[config.mk]
export PLATFORM = sky130hd
export DESIGN_NAME = tag_gate_timer
export DESIGN_NICKNAME = d
export VERILOG_FILES = /design/src/rtl/tgt_pkg.sv /design/src/rtl/tgt_tick_gen.sv /design/src/rtl/tgt_lag.sv /design/src/rtl/tgt_erase_timer.sv /design/src/rtl/tag_gate_timer.sv
export SDC_FILE = /design/constraint.sdc
export NUM_CORES = 1
export LEC_CHECK = 0
export ABC_AREA = 1
export BUFFER_PORTS_ARGS = -buffer_cell sky130_fd_sc_hd__buf_2
export CORE_ASPECT_RATIO = 0.5
export CORE_MARGIN = 4
export CORE_UTILIZATION = 38
export CTS_CLUSTER_SIZE = 20
export DETAILED_ROUTE_END_ITERATION = 16
export PLACE_DENSITY_LB_ADDON = 0.3
export SLEW_MARGIN = 25
export SYNTH_ARGS = -nofsm -noshare
export SYNTH_HDL_FRONTEND = slang
export SYNTH_SLANG_ARGS = --single-unit
[constraint.sdc]
create_clock -name clk -period 3.4 [get_ports clk]
set_input_delay 0.34 -clock clk [delete_from_list [all_inputs] [get_ports clk]]
set_output_delay 0.34 -clock clk [all_outputs]
set_load 0.02 [all_outputs]
[src/rtl/tgt_pkg.sv]
package tgt_pkg;

  // Tag state: {enable, bit1, bit2}
  typedef logic [2:0] tag_state_t;

  localparam tag_state_t TS_IDLE = 3'b000;
  localparam tag_state_t TS_LAST = 3'b100;

  // Registered gate bundle
  typedef struct packed {
    logic bg1;
    logic bg2;
    logic tg1;
    logic tg2;
  } gate_set_t;

  // One tick advance of the Gray tag sequence
  function automatic tag_state_t tag_step(tag_state_t s);
    tag_state_t n;
    if (!s[2]) begin
      n = 3'b110;
    end else begin
      case (s[1:0])
        2'b10:   n = 3'b111;
        2'b11:   n = 3'b101;
        2'b01:   n = 3'b100;
        default: n = TS_IDLE;
      endcase
    end
    return n;
  endfunction

endpackage

[src/rtl/tgt_tick_gen.sv]
module tgt_tick_gen #(
  parameter int DIV = 125
) (
  input  logic clk,
  input  logic rst,
  input  logic clear,
  input  logic run,
  output logic tick
);
  generate
    if (DIV <= 1) begin : g_direct
      assign tick = run;
    end else begin : g_count
      localparam int CW = $clog2(DIV);
      localparam logic [CW-1:0] LAST = CW'(DIV - 1);
      logic [CW-1:0] cnt_q;

      always_ff @(posedge clk) begin
        if (rst || clear) begin
          cnt_q <= '0;
        end else if (run) begin
          cnt_q <= (cnt_q == LAST) ? '0 : cnt_q + 1'b1;
        end
      end

      assign tick = run && (cnt_q == '0);
    end
  endgenerate
endmodule

[src/rtl/tgt_lag.sv]
module tgt_lag #(
  parameter int LAG = 25
) (
  input  logic clk,
  input  logic rst,
  input  logic din,
  output logic dout
);
  localparam int CW = (LAG > 1) ? $clog2(LAG) : 1;
  localparam logic [CW-1:0] LAST = CW'(LAG - 1);

  logic [CW-1:0] cnt_q;

  // Output follows input once the input has differed for LAG clocks
  always_ff @(posedge clk) begin
    if (rst) begin
      cnt_q <= '0;
      dout  <= 1'b0;
    end else if (din != dout) begin
      if (cnt_q == LAST) begin
        cnt_q <= '0;
        dout  <= din;
      end else begin
        cnt_q <= cnt_q + 1'b1;
      end
    end else begin
      cnt_q <= '0;
    end
  end
endmodule

[src/rtl/tgt_erase_timer.sv]
module tgt_erase_timer #(
  parameter int HOLD = 2500
) (
  input  logic clk,
  input  logic rst,
  input  logic wr_state,
  input  logic wr_gate,
  output logic erase
);
  localparam int CW = (HOLD > 1) ? $clog2(HOLD) : 1;
  localparam logic [CW-1:0] LAST = CW'(HOLD - 1);

  logic [CW-1:0] cnt_q;

  always_ff @(posedge clk) begin
    if (rst) begin
      cnt_q <= '0;
      erase <= 1'b0;
    end else begin
      if (wr_gate) begin
        erase <= 1'b1;
      end
      if (wr_state) begin
        cnt_q <= '0;
      end else if (erase) begin
        if (cnt_q == LAST) begin
          cnt_q <= '0;
          if (!wr_gate) begin
            erase <= 1'b0;
          end
        end else begin
          cnt_q <= cnt_q + 1'b1;
        end
      end
    end
  end
endmodule

[src/rtl/tag_gate_timer.sv]
module tag_gate_timer #(
  parameter int CLK_HZ    = 125_000_000,
  parameter int NUM_START = 7,
  parameter int ERASE_US  = 20
) (
  input  logic                 clk,
  input  logic                 rst,
  input  logic [NUM_START-1:0] start_req,
  input  logic                 op_seek,
  input  logic                 op_read,
  input  logic                 op_write,
  input  logic                 normal_mode,
  output logic                 bus_gate1,
  output logic                 bus_gate2,
  output logic                 tag_gate1,
  output logic                 tag_gate2,
  output logic                 cyc_done,
  output logic                 cyl_strobe,
  output logic                 head_strobe,
  output logic                 set_cyl,
  output logic                 set_head,
  output logic                 read_gate,
  output logic                 write_gate,
  output logic                 erase_gate
);
  import tgt_pkg::*;

  localparam int TICK_CYC  = CLK_HZ / 1_000_000;
  localparam int LAG_CYC   = CLK_HZ / 5_000_000;
  localparam int ERASE_CYC = TICK_CYC * ERASE_US;

  logic       run_q;
  tag_state_t seq_q;
  logic       tick;
  logic       accept;
  logic       bit1_lag;
  logic       rd_er;
  logic       active;
  logic       active_q;
  gate_set_t  gates_n;

  // Start is taken only with the timer fully idle
  assign accept = (|start_req) && !run_q && !seq_q[2] && !tag_gate2;
  assign rd_er  = op_read || erase_gate;

  tgt_tick_gen #(.DIV(TICK_CYC)) i_tick (
    .clk   (clk),
    .rst   (rst),
    .clear (accept),
    .run   (run_q),
    .tick  (tick)
  );

  tgt_lag #(.LAG(LAG_CYC)) i_lag (
    .clk  (clk),
    .rst  (rst),
    .din  (seq_q[1]),
    .dout (bit1_lag)
  );

  tgt_erase_timer #(.HOLD(ERASE_CYC)) i_erase (
    .clk      (clk),
    .rst      (rst),
    .wr_state (op_write),
    .wr_gate  (write_gate),
    .erase    (erase_gate)
  );

  // Tag sequence and tick enable latch
  always_ff @(posedge clk) begin
    if (rst) begin
      run_q <= 1'b0;
      seq_q <= TS_IDLE;
    end else begin
      if (accept) begin
        run_q <= 1'b1;
      end else if (tick && seq_q == TS_LAST) begin
        run_q <= 1'b0;
      end
      if (tick) begin
        seq_q <= tag_step(seq_q);
      end
    end
  end

  // Gate decode
  always_comb begin
    gates_n.bg1 = bit1_lag && seq_q[2];
    gates_n.tg1 = seq_q[2] && seq_q[1] && seq_q[0];
    gates_n.tg2 = (seq_q[2] && !seq_q[1] && !seq_q[0]) || (tag_gate2 && rd_er);
    gates_n.bg2 = !bit1_lag && (seq_q[2] || (rd_er && tag_gate2));
  end

  assign active = seq_q[2] || tag_gate2;

  // Registered outputs
  always_ff @(posedge clk) begin
    if (rst) begin
      bus_gate1   <= 1'b0;
      bus_gate2   <= 1'b0;
      tag_gate1   <= 1'b0;
      tag_gate2   <= 1'b0;
      cyl_strobe  <= 1'b0;
      head_strobe <= 1'b0;
      set_cyl     <= 1'b0;
      set_head    <= 1'b0;
      read_gate   <= 1'b0;
      write_gate  <= 1'b0;
      active_q    <= 1'b0;
      cyc_done    <= 1'b0;
    end else begin
      bus_gate1   <= gates_n.bg1;
      bus_gate2   <= gates_n.bg2;
      tag_gate1   <= gates_n.tg1;
      tag_gate2   <= gates_n.tg2;
      cyl_strobe  <= op_seek && gates_n.bg1;
      head_strobe <= rd_er && gates_n.bg1;
      set_cyl     <= op_seek && gates_n.tg1;
      set_head    <= rd_er && normal_mode && gates_n.tg1;
      read_gate   <= op_read && (read_gate || seq_q[0]);
      write_gate  <= op_write && (write_gate || seq_q[0]);
      active_q    <= active;
      cyc_done    <= active_q && !active;
    end
  end
endmodule

Yosys cells after proc, flatten, opt, wreduce, memory -nomap -nowiden
Cells that the tools add are included.
{"block": "totals", "in_bits": 13, "output_inout_bits": 12, "ff_bits": 42, "wordCells": 82}
{"block": "classes", "reduce_logical": 40, "mux": 11, "bitwise": 1, "n_addsub": 3, "n_eq_ne": 8}
{"op": "logical AND 1 bit", "n": 20}
{"op": "adder 12 x 1 -> 12 bit (second input constant)", "n": 1}
{"op": "== test 12 bit (second input constant)", "n": 1}
{"op": "two-way mux 12 bit", "n": 1}
{"op": "case mux 3 bit (3 select lines)", "n": 1}
{"op": "adder 7 x 1 -> 7 bit (second input constant)", "n": 1}
{"op": "== test 7 bit (second input constant)", "n": 1}
{"op": "zero test 1 bit", "n": 7}
{"op": "zero test 7 bit", "n": 1}
{"op": "logical OR 1 bit", "n": 7}
{"op": "two-way mux 1 bit", "n": 7}
{"op": "two-way mux 7 bit", "n": 1}
{"op": "OR reduction 7 bit", "n": 1}
{"op": "adder 5 x 1 -> 5 bit (second input constant)", "n": 1}
{"op": "== test 5 bit (second input constant)", "n": 1}
{"op": "== test 2 bit (second input constant)", "n": 2}
{"op": "== test 3 bit (second input constant)", "n": 1}
{"op": "two-way mux 3 bit", "n": 1}
{"op": "OR reduction 3 bit", "n": 1}
{"op": "== test 2 x 1 -> 1 bit (second input constant)", "n": 1}
{"op": "AND reduction 2 bit", "n": 1}
{"op": "nonzero test 2 bit", "n": 1}
{"op": "OR reduction 2 bit", "n": 1}
{"op": "!= test 1 bit", "n": 1}
{"op": "NOT 1 bit", "n": 1}

Depth between registers and ports, before layout
Gate-level depths: netlist of the first run.
{"block": "logic_depth", "word_depth": 5, "mapped_depth": 9, "mapped_depth_nobuf": 9}

Cells and area by module
From an unflattened synthesis of the first run, not the netlist that was laid out.
{"block": "unflattened", "hier_cells": 271, "area_unflattened_um2": 1993.2}
{"mod": "tgt_erase_timer", "instances": 1, "seq_area_each_um2": 260.2, "area_each_um2": 684.4, "cells_each": 96}
{"mod": "tag_gate_timer", "instances": 1, "seq_area_each_um2": 320.3, "area_each_um2": 596.8, "cells_each": 74}
{"mod": "tgt_tick_gen", "instances": 1, "seq_area_each_um2": 140.1, "area_each_um2": 409.1, "cells_each": 60}
{"mod": "tgt_lag", "instances": 1, "seq_area_each_um2": 120.1, "area_each_um2": 302.8, "cells_each": 41}

Worst setup path after synthesis of the first run
Ideal clock, no wire load.
{"block": "synth_path", "kind": "register to register", "from": "reg i_erase.cnt_q[0]", "to": "reg i_erase.cnt_q[11]", "setup_time_ns": 0.119, "path_buffers": 0, "setup_slack_ns": 2.213, "stages_incl_launch_ff": 7, "period_less_slack_ns": 1.187, "arrival_time_ns": 1.068, "required_time_ns": 3.281, "path_cell_list": "dfxtp_1 -> ha_1 -> nand3_1 -> nor2_1 -> nand3_1 -> nand2_1 -> nor2_1"}
{"block": "synth_between", "elab_chain_len": 2, "word_cells_on_any_way": 3, "classes_between": "add/sub: 1; eq/ne: 1; mux: 1"}
{"element": "start: declaration", "line_no": "tgt_erase_timer.sv:13", "text": "logic [CW-1:0] cnt_q;"}
{"element": "start signal: assignment", "line_no": "tgt_erase_timer.sv:32", "text": "cnt_q <= cnt_q + 1'b1;"}
{"element": "adder 12 x 1 -> 12 bit / == test 12 bit (equally long branches)", "line_no": "tgt_erase_timer.sv:32, tgt_erase_timer.sv:26"}
{"element": "two-way mux 12 bit *", "line_no": "tgt_erase_timer.sv:26", "text": "if (cnt_q == LAST) begin"}
Every way passes the cells marked *; elsewhere a longest branch is shown, timed or not.
A chain may end at the register's enable or synchronous reset.

Worst setup path in the final report of the first run
{"block": "layout_path", "from": "reg i_erase.erase", "to": "out erase_gate"}
{"element": "start: declaration", "line_no": "tgt_erase_timer.sv:8", "text": "output logic erase"}
{"element": "start signal: assignment", "line_no": "tgt_erase_timer.sv:18", "text": "erase <= 1'b0;"}
{"element": "start signal: assignment", "line_no": "tgt_erase_timer.sv:21", "text": "erase <= 1'b1;"}
{"element": "start signal: assignment", "line_no": "tgt_erase_timer.sv:29", "text": "erase <= 1'b0;"}
{"element": "end: declaration", "line_no": "tag_gate_timer.sv:24", "text": "output logic erase_gate"}
No word-level cell between the ends.

==> impl_results.md, run 1 <==
* Outcome: finished, final reports clean
* Antenna violations before repair at 0
* First-pass GRT wire length at 6010 µm
* Data required, critical path at 3.06 ns
* First-pass DRT Iterations at 4
* Setup TNS at 0 ns
* Post-DRT Antenna Nets at 0
* Final cycle utilization of the critical path at 0.414
* Most frequent cell after synthesis: nor2_1
* Area Overhead vs Synth at 16.2%
* R2R depth at 6
* Setup crit start: i_erase.erase
* CTS clk-pin slew, worst paths at 0.08 ns
* CP Capture Type: primary output
* Share of post-route cells with drive strength above 1 at 0.135
* Slew HR at 0.750
* Synth area leaders: dfxtp_1 (46%), nor2_1 (11%), nand2_1 (9.4%)
* Clock H-tree levels at 2
* DR top layer: met4
* Worst VDD drop at 145 µV
* Static Leak at 0.000903 µW
* Placed Area at roughly 0.0020 mm²
* Slowest stage delay, CP at 0.55 ns
* Core area at 0.00453 mm²
* Fmax at between 0.7 and 0.8 GHz
* Largest net degree at the start of global routing at 13
* Vias/cell at 4.42
* I/O pin count at 25
* Worst hold path stage count at 3
* Post-detail-place hpwl at roughly 2700 µm
* Vias at 1534
* CTS root buffer: clkbuf_8
* Most used DFF post-synth: dfxtp_1
* CP delay by family, top: flip-flops
* M1 WL at 1540 µm
* Iter 0 DRT Violations at 65
* Yosys cell types at 25
* FP Rows at 17
* DR WL met3 at 69 µm
* Unrepaired setup endpoints after global routing: false
* CTS tree: built
* Starting Density at 0.404
* Die Width at 106 µm
* Slowest stage cell on the critical path: dfxtp_1
* Power Dens Cells at approximately 480 mW/mm²
* # Max-Cap Violations at 0
* GP Congestion at 0.803
* CTS Buf Count at 5
* CP Depth at 1
* Multi-input logic area at 827 µm²
* Mapped Cells at 251
* R2R Path Start: i_erase.cnt_q[0]
* Ys async rst share at 0
* Drc violations at 0
* Crit path buf inv count at 1
* Wirelength per Cell at 9.79 µm
* Remaining Overflow, GRT at 0
* Hold buffer count at CTS at 0
* Top cell type's share of synthesized area at 0.459
* Fill cells at ~470
* Mean post-synth cell area at 7.29 µm²
* # diodes at 0
* Worst hold start: normal_mode
* Setup Skew at 0.00841 ns
* Count of final setup violators at 0
* Clock Path Buffers at 2
* Final nets at around 300
* Cell breakdown of the critical path: buf_2
* Slew Limit Fails at 0
* Hold Slack at 0.270 ns
* Die Y at 57.1 µm
* Fin crit period at 1.41 ns
* FF+latch count, synth at 42
* Sequential share of the synthesized area at 0.459
* Post-CTS Resized at 0
* Cell area after layout at 0.00213 mm²
* Worst-Margin Slew at roughly 0.37 ns
* EDFF count, synth at 0
* All-Layer GR Usage at 0.123
* Worst-Skew Late Latency at 0.29 ns
* Post-CTS Setup Bufs at 0
* Largest area contributor in the netlist: dfxtp_1
* Netlist Area Pre-Place at 0.00183 mm²
* WL met2 at approximately 1800 µm
* CP Max Fanout at 9
* PortBufs at 24
* WP data arrival at around 1.1 ns
* Number of clock sinks at 42
* FF+latch area at 841 µm²
* Worst hold path type: in -> reg
* Final Hold Vio Count at 0
* Post-synth top cells: nor2_1 (55), nand2_1 (46), dfxtp_1 (42)
* CP Launch Type: register
* Full die area at 0.00606 mm²
* Vias in the first global route at 1481
* CP Class: reg -> out
* Drt total wl at approximately 3400 µm
* Yosys warns at 0
* Syn_nets at 269
## flip-flops by register name (all words and copies together) (netlist names), 3 cells and up
register and cells:
i_lag.cnt_q 5, i_tick.g_count.cnt_q 7, seq_q 3, i_erase.cnt_q 12
## cells by family (layout without fill, tap and decap cells)
group | Yosys count | after routing | share of synthesized area
simple gates | 132 | 132 | 0.304
flops | 42 | 42 | 0.459
buf+inv | 42 | 72 | 0.0889
compound gates | 18 | 18 | 0.0554
xor+xnor | 11 | 11 | 0.0526
fa+ha+maj | 5 | 5 | 0.0342
mux | 1 | 1 | 0.00547
## metal layers
layer	global-route usage	vias up
li1	-	822
met1	0.126	704
met2	0.239	6
met3	0.0373	2
met4	0.0443	0
met5	0	-
## through the flow
stage               instances   util  worst slack [ns]  power, µW
global route              347  0.469              1.81       1080
global placement          339  0.446              2.11        656
floorplan                 251      -              2.21        625
CTS                       347  0.469              1.98       1040
finish                    347  0.469              1.99       1020
detailed placement        339  0.446              2.03        659
## final cells by class
class	count	area share
timing repair buffer	24	0.0565
multi-input combinational	167	0.389
clock buffer	7	0.0359
sequential	42	0.395
tap	66	0.0388
clock inverter	1	0.0141
inverter	40	0.0706
## worst reg2reg max path, cell delays in order, from the launching register on
cell and delay (ns):
dfxtp_1 0.38, ha_1 0.23, nand3_1 0.09, nor2_1 0.16, nand3_1 0.13, nand2_1 0.22, nor2_1 0.08
## cell usage in the layout, fill, tap and decap left out
master and count:
inv_2 1, nor3_1 7, clkbuf_1 2, nand4_1 2, a211oi_1 1, mux2i_1 1
nand3_1 14, dfxtp_1 42, nand2_2 1, or2_2 1, o21bai_1 1, nor2_2 2
a21oi_1 9, bufinv_16 1, clkbuf_8 5, nand3b_1 1, o21ai_0 6, o21bai_2 1
nor2_4 1, nand2_1 46, ha_1 5, nand3_2 1, nor2_1 55, and2_1 1
xor2_1 11, inv_1 39, buf_2 24
## report_power, final
group | switching [µW] | internal [µW] | leakage, µW | total [µW]
clock | 155 | 220 | 0.0000524 | 375
sequential | 20.4 | 516 | 0.000340 | 536
combinational | 70.8 | 38.7 | 0.000511 | 110
total | 246 | 774 | 0.000903 | 1020
## worst paths after layout
kind	slack (ns)	endpoint
max reg2reg	2.02	i_erase.cnt_q[11]
max	1.99	erase_gate
min	0.27	set_head
min reg2reg	0.44	cyc_done
No activity file was read; power rests on OpenSTA's default activity.
==> run 2: changes to the inputs <==
Clock period 3.4 ns to 1.3 ns, I/O delays scaled along.
==> impl_results.md, run 2 (same netlist as run 1, synthesis figures left out) <==
* Vias in the first global route at 1406 (-5.1%)
* Largest register by flop count: i_erase.cnt_q
* CP Launch Type: register
* CP dominant cell by count: nand3_1
* Antenna violations before repair at 0 (unchanged)
* Vias at 1546 (+0.78%)
* Slowest stage cell on the critical path: dfxtp_1
* # Max-Cap Violations at 0 (unchanged)
* Setup Skew at 0.00605 ns (-0.00236 ns)
* Final WS setup at 0.0735 ns (-1.92 ns)
* Pint at 2080 µW (+170%)
* Cell breakdown of the critical path: ha_2, nand3_1, nor2_2, nand3_2, nand3_1, nor2_1
* Clock H-tree levels at 2 (unchanged)
* Fmax at about 0.8 GHz
* Fill cells at 456 (-2.4%)
* Die Y at 57.1 µm (unchanged)
* Final cycle utilization of the critical path at 0.943
* CTS Buf Count at 5 (unchanged)
* Final Hold Vio Count at 0 (unchanged)
* Slew HR at 0.758 (+0.00799)
* Full die area at 0.00606 mm² (unchanged)
* GP Congestion at 0.825 (+2.8%)
* CP Class: reg -> reg
* Worst VDD drop at 559 µV (+290%)
* Comb power frac at 0.114 (+0.007)
* Die Width at 106 µm (unchanged)
* CP Capture Type: register
* Top flop regs: i_erase.cnt_q x12, i_tick.g_count.cnt_q x7, i_lag.cnt_q x5
* Data required, critical path at 1.49 ns (-1.57 ns)
* Power Dens Cells at 1250 mW/mm² (+160%)
* Drt total wl at 3440 µm (+1.2%)
* Number of clock sinks at 42 (unchanged)
* Switching part of the total power at 0.242 (+0.000736)
* Post-CTS Setup Bufs at 0 (unchanged)
* Placed cells at 343 (+1.2%)
* Remaining Overflow, GRT at 0 (unchanged)
* Count of final setup violators at 0 (unchanged)
* Non-Filler Instances at 350 (+0.86%)
* Clock group share of total power at 0.375 (+0.008)
* Fin crit period at around 1.2 ns
* Max FFs per register at 12 (unchanged)
* CTS clk-pin slew, worst paths at 0.08 ns (about the same)
* Static Leak at 0.000927 µW (+2.7%)
* Setup TNS at 0 ns (unchanged)
* Hold Slack at 0.0579 ns (-0.212 ns)
* Crit path buf inv count at 0 (-1)
* Place WS at 0.00279 ns (-2.02 ns)
* I/O pin count at 25 (unchanged)
* Iter 0 DRT Violations at 93 (+43%)
* FP Rows at 17 (unchanged)
* Area Overhead vs Synth at 20.0%
* PortBufs at 24 (unchanged)
* CP Max Fanout at 3 (-6)
* Worst-Skew Late Latency at 0.29 ns (about the same)
* Hold buffer count at CTS at 0 (unchanged)
* Clock Path Buffers at 2 (unchanged)
* Most common cell after layout, fill and taps aside: nor2_1
* Outcome: finished, final reports clean
* Most frequent cells in the layout: nor2_1 (54), nand2_1 (44), dfxtp_1 (39)
* Slowest stage delay, CP at 0.37 ns (-0.18 ns)
* P_sw at 666 µW (+170%)
* Total power at 2750 µW (+170%)
* Wirelength per Cell at 9.82 µm (+0.34%)
* WP data arrival at 1.41 ns (+0.34 ns)
* All-Layer GR Usage at 0.119 (-0.00350)
* Worst-Margin Slew at 0.361 ns (-0.0128 ns)
* Drc violations at 0 (unchanged)
* Post-DRT Antenna Nets at 0 (unchanged)
* Core area at 0.00453 mm² (unchanged)
* Share of post-route cells with drive strength above 1 at 0.190 (+0.0549)
* Vias/cell at 4.42 (about the same)
* Worst hold path type: in -> reg
* Reg power frac at 0.511 (-0.015)
* Unrepaired setup endpoints after global routing: true
* First-pass DRT Iterations at 4 (unchanged)
* # diodes at 0 (unchanged)
* CP delay by family, top: simple AND/OR/NAND/NOR gates
* Slew Limit Fails at 0 (unchanged)
* CTS root buffer: clkbuf_8
* Final nets at 302 (+1.3%)
* Post-detail-place hpwl at 2720 µm (+0.79%)
* First-pass GRT wire length at 5800 µm (-3.4%)
* Starting Density at 0.404 (unchanged)
* Largest net degree at the start of global routing at 13 (unchanged)
* CTS tree: built
run 2: timing repair:
action / in CTS / in global routing
gates resized for setup: 1 / 12
pin swaps: 0 / 4
setup endpoints to repair: 1 / 18
run 2: routing by layer:
layer  wire, µm  vias to the layer above  GRT usage
li1           -                      837          -
met5          0                        -          0
met1       1590                      691      0.135
met3         88                        7     0.0339
met2       1690                       11      0.209
met4         70                        0     0.0609
run 2: path summary, 6_finish.rpt:
check	from	cells after the start	end	slack, ns
worst min register to register	active_q	2	cyc_done	0.42
worst min-delay path	normal_mode	3	set_head	0.06
worst max-delay path	i_erase.cnt_q[1]	6	i_erase.cnt_q[9]	0.07
worst max register to register	i_erase.cnt_q[1]	6	i_erase.cnt_q[9]	0.07
run 2: power by group through the flow:
stage / combinational [µW] / clock (µW) / sequential [µW]
after CTS: 312 / 1070 / 1400
final: 315 / 1030 / 1400
after detailed placement: 310 / 0 / 1430
after global routing: 353 / 1120 / 1410
after floorplan: 192 / 0 / 1440
after global placement: 304 / 0 / 1430
run 2: worst register-to-register path, delay by kind of cell, from the launching register on:
| family | cells | cell delay [ns] |
|---|---|---|
| and+or+nand+nor | 5 | 0.53 |
| DFF | 1 | 0.37 |
| adders and majority gates | 1 | 0.22 |
run 2: metrics by stage:
step | cell area, µm² | utilization
finish | 2200 | 0.485
global route | 2200 | 0.485
CTS | 2170 | 0.478
detailed placement | 2050 | 0.453
global placement | 2050 | 0.453
floorplan | 1830 | -
run 2: final cells by class:
| type | instances | area (µm²) | area share |
|---|---|---|---|
| Clock buffer | 6 | 82.6 | 0.0376 |
| Clock inverter | 1 | 30.0 | 0.0137 |
| Inverter | 40 | 150 | 0.0683 |
| Multi-Input combinational cell | 167 | 857 | 0.390 |
| Sequential cell | 42 | 845 | 0.384 |
| Tap cell | 66 | 82.6 | 0.0376 |
| Timing Repair Buffer | 28 | 150 | 0.0683 |
==> run 3: changes to the inputs <==
Settings changed: RECOVER_POWER set to 100, SLEW_MARGIN 25 to 20.
==> impl_results.md, run 3 (same netlist as run 1, synthesis figures left out) <==
* Wirelength per Cell at 9.82 µm (about the same)
* Clock Path Buffers at 2 (unchanged)
* GRT met2 Usage at 0.209 (unchanged)
* Max FFs per register at 12 (unchanged)
* Reg power frac at 0.513 (+0.002)
* Most common cell after layout, fill and taps aside: nor2_1
* Clock group share of total power at 0.377 (+0.002)
* Fill cells at 463 (+1.5%)
* Data required, critical path at 1.49 ns (about the same)
* CP dominant cell by count: nand3_1
* # diodes at 0 (unchanged)
* GR peak layer: met2
* CTS clk-pin slew, worst paths at 0.08 ns (about the same)
* Switching part of the total power at 0.243 (+0.000915)
* Iter 0 DRT Violations at 93 (unchanged)
* Final cycle utilization of the critical path at 0.943 (about the same)
* Largest register by flop count: i_erase.cnt_q
* Die Width at 106 µm (unchanged)
* Non-Filler Instances at 350 (unchanged)
* Vias at 1542 (-0.26%)
* Full die area at 0.00606 mm² (unchanged)
* Starting Density at 0.404 (unchanged)
* CP Capture Type: register
* Area Overhead vs Synth at 19.1%
* Placed cells at 343 (unchanged)
* First-pass DRT Iterations at 4 (unchanged)
* Met1 Use GR at 0.135 (unchanged)
* Setup Skew at 0.00601 ns (-0.0000441 ns)
* Slowest stage cell on the critical path: dfxtp_1
* Pint at 2070 µW (-0.57%)
* CP Class: reg -> reg
* Cell breakdown of the critical path: ha_2, nand3_1, nor2_2, nand3_2, nand3_1, nor2_1
* PortBufs at 24 (unchanged)
* # Max-Cap Violations at 0 (unchanged)
* Share of post-route cells with drive strength above 1 at 0.148 (-0.0423)
* Vias in the first global route at 1406 (unchanged)
* All-Layer GR Usage at 0.119 (unchanged)
* Vias/cell at 4.41 (-0.26%)
* Worst hold path type: in -> reg
* Post-detail-place hpwl at 2720 µm (unchanged)
* Multi-input logic area at 857 µm² (unchanged)
* Slew Limit Fails at 0 (unchanged)
* Post-DRT Antenna Nets at 0 (unchanged)
* Most frequent cells in the layout: nor2_1 (54), nand2_1 (44), dfxtp_1 (39)
* Comb power frac at 0.110 (-0.004)
* Worst VDD drop at 558 µV (-0.18%)
* Worst-Margin Slew at 0.361 ns (-0.000000715 ns)
* GP Congestion at 0.825 (unchanged)
* Remaining Overflow, GRT at 0 (unchanged)
* Outcome: finished, final reports clean
* FP Rows at 17 (unchanged)
* CP Launch Type: register
* Final nets at 302 (unchanged)
* WP data arrival at 1.41 ns (about the same)
* I/O pin count at 25 (unchanged)
* CTS Buf Count at 5 (unchanged)
* Slowest stage delay, CP at 0.37 ns (about the same)
* Core area at 0.00453 mm² (unchanged)
* Clock H-tree levels at 2 (unchanged)
* CTS root buffer: clkbuf_8
* Slew HR at 0.758 (about the same)
* Power Dens Cells at 1260 mW/mm² (+0.35%)
* First-pass GRT wire length at 5800 µm (unchanged)
* CTS tree: built
* GR Util met3 at 0.0339 (unchanged)
* Largest net degree at the start of global routing at 13 (unchanged)
* Fin crit period at 1.23 ns (-0.000241 ns)
* Number of clock sinks at 42 (unchanged)
* Count of final setup violators at 0 (unchanged)
* Die Y at 57.1 µm (unchanged)
* CP Max Fanout at 3 (unchanged)
* Fmax at 0.815 GHz (about the same)
* Antenna violations before repair at 0 (unchanged)
* Drc violations at 0 (unchanged)
* Final Hold Vio Count at 0 (unchanged)
* Worst-Skew Late Latency at 0.29 ns (about the same)
* Top flop regs: i_erase.cnt_q x12, i_tick.g_count.cnt_q x7, i_lag.cnt_q x5
* Finished Core Util at 0.481 (-0.00387)
* FF+latch area at 845 µm² (unchanged)
* Drt total wl at 3440 µm (about the same)
* Unrepaired setup endpoints after global routing: true
* P_sw at 665 µW (about the same)
* Static Leak at 0.000877 µW (-5.5%)
## run 3: changes by cell type in the layout (fill, tap and decap cells not counted)
cell,delta
clkbuf_1,+12
buf_2,-11
buf_4,-1
## run 3: cell type report
class                      instances  share of cell area
inverter                          40              0.0689
tap                               66              0.0379
clock inverter                     1              0.0138
sequential                        42               0.387
clock buffer                       6              0.0379
multi-input combinational        167               0.393
timing repair buffer              28              0.0608
## run 3: repair_timing
action,CTS,global route
hold buffers,0,0
gates resized for setup,1,12
buffers inserted,0,0
endpoints found under the setup margin,1,18
pin swaps,0,4
cloned,0,0
## run 3: metrics by stage
| stage | setup slack, ns | TNS, ns | total power, µW | area [µm²] | hold WS, ns |
|---|---|---|---|---|---|
| finish | 0.0737 | 0 | 2740 | 2180 | 0.0579 |
| global route | -0.000442 | -0.000442 | 2880 | 2180 | 0.0459 |
| CTS | 0.0202 | 0 | 2790 | 2170 | 0.0490 |
| detailed placement | 0.00279 | 0 | 1740 | 2050 | 0.361 |
| global placement | 0.0724 | 0 | 1740 | 2050 | 0.359 |
| floorplan | 0.113 | 0 | 1640 | 1830 | 0.250 |
## run 3: final timing paths
check | startpoint | end | slack (ns) | cells past startpoint
worst max-delay path | i_erase.cnt_q[1] | i_erase.cnt_q[9] | 0.07 | 6
worst min-delay path | normal_mode | set_head | 0.06 | 3
worst max register to register | i_erase.cnt_q[1] | i_erase.cnt_q[9] | 0.07 | 6
worst min register to register | active_q | cyc_done | 0.42 | 2
## run 3: power by group through the flow
stage | Sequential (µW) | Combinational, µW | Clock (µW)
CTS | 1400 | 312 | 1070
detailed placement | 1430 | 310 | 0
floorplan | 1440 | 192 | 0
global placement | 1430 | 304 | 0
finish | 1410 | 302 | 1030
global route | 1410 | 342 | 1120
## run 3: metal layers
| layer | part of all wire | wire length, µm | vias up |
|---|---|---|---|
| met3 | 0.031 | 106 | 7 |
| met2 | 0.49 | 1680 | 13 |
| li1 | - | - | 838 |
| met4 | 0.020 | 70 | 0 |
| met1 | 0.46 | 1580 | 684 |
| met5 | 0 | 0 | - |
## run 3: critical path: cells and delay by family, from the launching register on
kind                     cells  cell delay (ns)
adder cells (fa/ha/maj)      1             0.22
AND/OR/NAND/NOR              5             0.52
flip-flops                   1             0.37
